## src/rtl/lane_parity_pkg.sv

```systemverilog
package lane_parity_pkg;
    // Registered state of the checker
    typedef struct packed {
        logic err;
    } par_state_t;
endpackage

```

## src/rtl/lane_parity_gen.sv

```systemverilog
// Per-lane parity generation with polarity and lane mask (R1-related lane slicing, R2, R3, R4)
module lane_parity_gen #(
    parameter int LANES  = 4,
    parameter int LANE_W = 8,
    localparam int BUS_W = LANES * LANE_W
) (
    input  logic [BUS_W-1:0] data,
    input  logic             odd,
    input  logic [LANES-1:0] lane_en,
    output logic [LANES-1:0] par
);
    for (genvar g = 0; g < LANES; g++) begin : g_lane
        // lane g covers bits g*LANE_W+LANE_W-1 .. g*LANE_W
        assign par[g] = lane_en[g] & ((^data[g*LANE_W +: LANE_W]) ^ odd);
    end
endmodule

```

## src/rtl/lane_parity_cmp.sv

```systemverilog
// Compares expected and returned parity on enabled lanes only
module lane_parity_cmp #(
    parameter int LANES = 4
) (
    input  logic [LANES-1:0] exp_par,
    input  logic [LANES-1:0] got_par,
    input  logic [LANES-1:0] lane_en,
    output logic             mismatch
);
    logic [LANES-1:0] lane_bad;

    for (genvar g = 0; g < LANES; g++) begin : g_lane
        assign lane_bad[g] = lane_en[g] & (exp_par[g] ^ got_par[g]);
    end

    assign mismatch = |lane_bad;
endmodule

```

## src/rtl/lane_parity_unit.sv

```systemverilog
module lane_parity_unit
    import lane_parity_pkg::*;
#(
    parameter int LANES  = 4,
    parameter int LANE_W = 8,
    localparam int BUS_W = LANES * LANE_W
) (
    input  logic             clk,
    input  logic             rst_n,
    input  logic             xfer_valid,
    input  logic             xfer_write,
    input  logic [LANES-1:0] lane_en,
    input  logic             cfg_chk_en,
    input  logic             cfg_odd,
    input  logic [BUS_W-1:0] wr_data,
    input  logic [BUS_W-1:0] rd_data,
    input  logic [LANES-1:0] rd_par,
    output logic [LANES-1:0] wr_par,
    output logic             par_err
);
    par_state_t       st_d, st_q;
    logic [LANES-1:0] rd_exp;
    logic             rd_bad;

    // Write side parity
    lane_parity_gen #(.LANES(LANES), .LANE_W(LANE_W)) u_gen_wr (
        .data    (wr_data),
        .odd     (cfg_odd),
        .lane_en (lane_en),
        .par     (wr_par)
    );

    // Expected parity for returned data
    lane_parity_gen #(.LANES(LANES), .LANE_W(LANE_W)) u_gen_rd (
        .data    (rd_data),
        .odd     (cfg_odd),
        .lane_en (lane_en),
        .par     (rd_exp)
    );

    lane_parity_cmp #(.LANES(LANES)) u_cmp (
        .exp_par  (rd_exp),
        .got_par  (rd_par),
        .lane_en  (lane_en),
        .mismatch (rd_bad)
    );

    // Next state: only a completed read updates the flag
    always_comb begin
        st_d = st_q;
        if (xfer_valid && !xfer_write) begin
            st_d.err = cfg_chk_en & rd_bad;
        end
    end

    // reset clears the flag
    always_ff @(posedge clk or negedge rst_n) begin
        if (!rst_n) begin
            st_q <= '0;
        end else begin
            st_q <= st_d;
        end
    end

    assign par_err = st_q.err;
endmodule

```

## config.mk

```make
export PLATFORM = sky130hd
export DESIGN_NAME = lane_parity_unit
export DESIGN_NICKNAME = d
export VERILOG_FILES = /design/src/rtl/lane_parity_pkg.sv /design/src/rtl/lane_parity_gen.sv /design/src/rtl/lane_parity_cmp.sv /design/src/rtl/lane_parity_unit.sv
export SDC_FILE = /design/constraint.sdc
export NUM_CORES = 1
export LEC_CHECK = 0
export BUFFER_PORTS_ARGS = -buffer_cell sky130_fd_sc_hd__buf_4
export CAP_MARGIN = 15
export CORE_ASPECT_RATIO = 0.7
export CORE_MARGIN = 3
export CORE_UTILIZATION = 36
export CTS_CLUSTER_SIZE = 16
export DETAILED_ROUTE_END_ITERATION = 7
export GPL_TIMING_DRIVEN = 0
export PLACE_DENSITY = 0.86
export SETUP_SLACK_MARGIN = 0.5
export SYNTH_ARGS = -nofsm -noshare
export SYNTH_HDL_FRONTEND = slang
export SYNTH_SLANG_ARGS = --single-unit
```

## constraint.sdc

```tcl
create_clock -name clk -period 2.2 [get_ports clk]
set_clock_uncertainty 0.2 [all_clocks]
set_input_delay 0.11 -clock clk [delete_from_list [all_inputs] [get_ports clk]]
set_output_delay 0.11 -clock clk [all_outputs]
set_load 0.02 [all_outputs]
```

==> results.py <==
metrics = {
    "hold_path": {
        "hold_path_end": "par_err",
        "hold_path_class": "in -> reg",
        "worstHoldStart": "xfer_write",
        "min_path_cells": 3,
    },
    "drt": {
        "viasPerCell": 4.453,
        "drt_iter0_drc": 5,
        "dr_total_vias": 806,
        "drt-total-wl_um": 2224,
        "first_pass_iters": 2,
        "drcViolationCount": 0,
        "ant_nets": 0,
        "wl_per_cell_um": 12.29,
    },
    "synth": {
        "synth-simple-area-share_pct": 4.538,
        "synth_common_cells": "xnor2_1, xor2_1, and2_1",
        "synth_area_um2": 716.9,
        "async_reset_ff_share_pct": 100.0,
        "synth_seq_cells": 1,
        "yosysMostFrequentCell": "xnor2_1",
        "synth_mux_area_share_pct": 0,
        "synth-compound-area-share_pct": 4.712,
        "synthAdderAreaFrac_pct": 0,
        "synth_xor_area_share_pct": 85.69,
        "syn_nets": 156,
        "synth_top_area_share_pct": 69.63,
        "ys_seq_area_share_pct": 3.490,
        "synth_top_family_by_area": "XOR/XNOR gates",
        "yosysWarnings": 0,
        "synthTopCellsByArea": "xnor2_1, xor2_1, and2_1",
        "postSynthCellCount": 78,
        "synth_edf_count": 0,
        "ys.flop_type": "dfrtp_1",
        "ys_types": 14,
        "syn_avg_cell_area_um2": 9.192,
        "yosys.area.top_type": "xnor2_1",
    },
    "sta": {
        "report.final.slew_viol_count": 0,
        "achievable-frequency_mhz": 572.7,
        "fin_setup_tns_ns": 0,
        "rsz0062_at_grt": "yes",
        "slew_headroom_pct": 83.50,
        "max_slew.worst_pin.slew_ns": 0.2457,
        "period_share_pct": 79.37,
        "setup_ws_ns": 0.4540,
        "finalCriticalPeriod_ns": 1.746,
        "report.final.hold_viol_count": 0,
        "finalSetupViolCount": 0,
    },
    "global_routing": {
        "grt_pass1_vias": 842,
        "antenna_found_initial": 0,
        "grtUsageTotal_pct": 16.45,
        "grt_max_degree": 9,
        "grt-ovfl-total": 0,
        "grt_pass1_wl_um": 3422,
    },
    "critical_path": {
        "max_stage_delay_ns": 0.45,
        "crit_buf_inv": 1,
        "critical_path_class": "in -> reg",
        "r2r_end": "par_err",
        "crit_top_cell": "xnor2_2",
        "worst_r2r_startpoint": "par_err",
        "r2r_cells": 2,
        "critPathLaunchType": "primary input",
        "endpoint_kind": "register",
        "crit_slowest_cell": "xnor3_2",
        "path_max_fanout": 1,
        "critPathTopFamily": "XOR/XNOR gates",
        "cp.arrival_ns": 1.42,
        "crit_required_ns": 1.87,
        "r2r_slack_ns": 1.36,
        "crit_chain": "buf_6 > xnor2_2 > xnor3_2 > xnor2_2 > a22o_1 > a221oi_2 > o21ai_1",
    },
    "final_layout": {
        "diodes": 0,
        "drive_above_1_share_pct": 55.63,
        "layout_common_cells": "buf_4, xnor2_1, xor2_1",
        "n_fill_cell": 137,
        "finalNonFillerCells": 181,
        "syn2layout_area_growth_pct": 94.59,
        "final_nets": 240,
        "final_util_pct": 80.80,
        "ff_latch_area_um2": 25.02,
        "largest_reg_flops": 1,
        "final_common_cell": "buf_4",
        "multi_input_area_um2": 710.7,
    },
    "place": {
        "pre_cts_slack_ns": 0.4027,
        "post-place-cells": 180,
        "portBuffers": 81,
        "globalplace.congestion": 0.6887,
        "dp_hpwl_um": 2014,
    },
    "die": {
        "num_rows": 12,
        "die_x_um": 59.34,
        "io_pins": 83,
        "die_area_um2": 2572,
        "dieHeight_um": 43.34,
        "core-area_um2": 1727,
        "start_util_pct": 41.52,
    },
    "power": {
        "powerDensity_nw_per_um2": 372.0,
        "p_leak_nw": 0.6461,
        "ir_drop_mv": 0.2564,
    },
    "clock_network": {
        "insertion_delay_ns": 0,
        "clk_pin_slew_worst_paths_ns": 0,
    },
    "run": {
        "cap_violations": 0,
    },
    "status": {
        "status": "complete, no violations",
    },
}
==> cell families after synthesis <==
kind of cell              count (synthesis)
AOI/OAI and AO/OA                         4
xor gates and xnor gates                 66
buffers and inverters                     2
DFF                                       1
and+or+nand+nor                           5
==> routing by layer <==
metal	vias to the layer above	wire length, µm	GRT usage (%)
met3	0	153	0.8929
met5	-	0	0
met4	0	0	0
met1	366	718	15.79
li1	406	-	-
met2	34	1352	38.34
==> cell type report <==
| type | instances | area share (%) |
|---|---|---|
| multi-input cells | 75 | 50.94 |
| repair buffers | 82 | 44.57 |
| well taps | 21 | 1.883 |
| flip-flops and latches | 1 | 1.794 |
| plain buffers | 1 | 0.5381 |
| inverters | 1 | 0.2691 |
==> how the worst max path moves through the flow <==
stage | start | endpoint | slack, ns | cells after the start
after floorplan | rd_data[21] | par_err | 0.62 | 6
after global placement | rd_data[18] | par_err | 0.42 | 7
after detailed placement | rd_data[18] | par_err | 0.40 | 7
after CTS | rd_data[23] | par_err | 0.43 | 7
after global routing | rd_data[20] | par_err | 0.37 | 7
final | rd_data[23] | par_err | 0.45 | 7
==> where the power goes <==
group          total (mW)  internal [mW]  switching [mW]
Combinational       0.493          0.306           0.187
Sequential         0.0257         0.0234         0.00236
Clock                   0              0               0
==> through the flow <==
stage	power (mW)	area (µm²)	hold slack, ns
global placement	0.4966	1351	-0.3150
CTS	0.5214	1388	0.1720
detailed placement	0.5050	1351	-0.3131
global route	0.5569	1395	0.2206
floorplan	0.3273	716.9	-0.3856
finish	0.5190	1395	0.1683
==> timing repair <==
item / in CTS / in global routing
setup endpoints to repair: 1 / 1
pin swaps: 5 / 1
gates resized for setup: 4 / 1
hold buffers: 1 / 0
endpoints found under the hold margin: 1 / 0
gates cloned: 0 / 0
setup buffers: 0 / 0
==> worst min-delay path, stage by stage <==
cell and delay [ns]:
buf_4 0.08, o21ai_0 0.06, o21ai_1 0.07
Note: power is estimated with default switching activity, not from simulation.
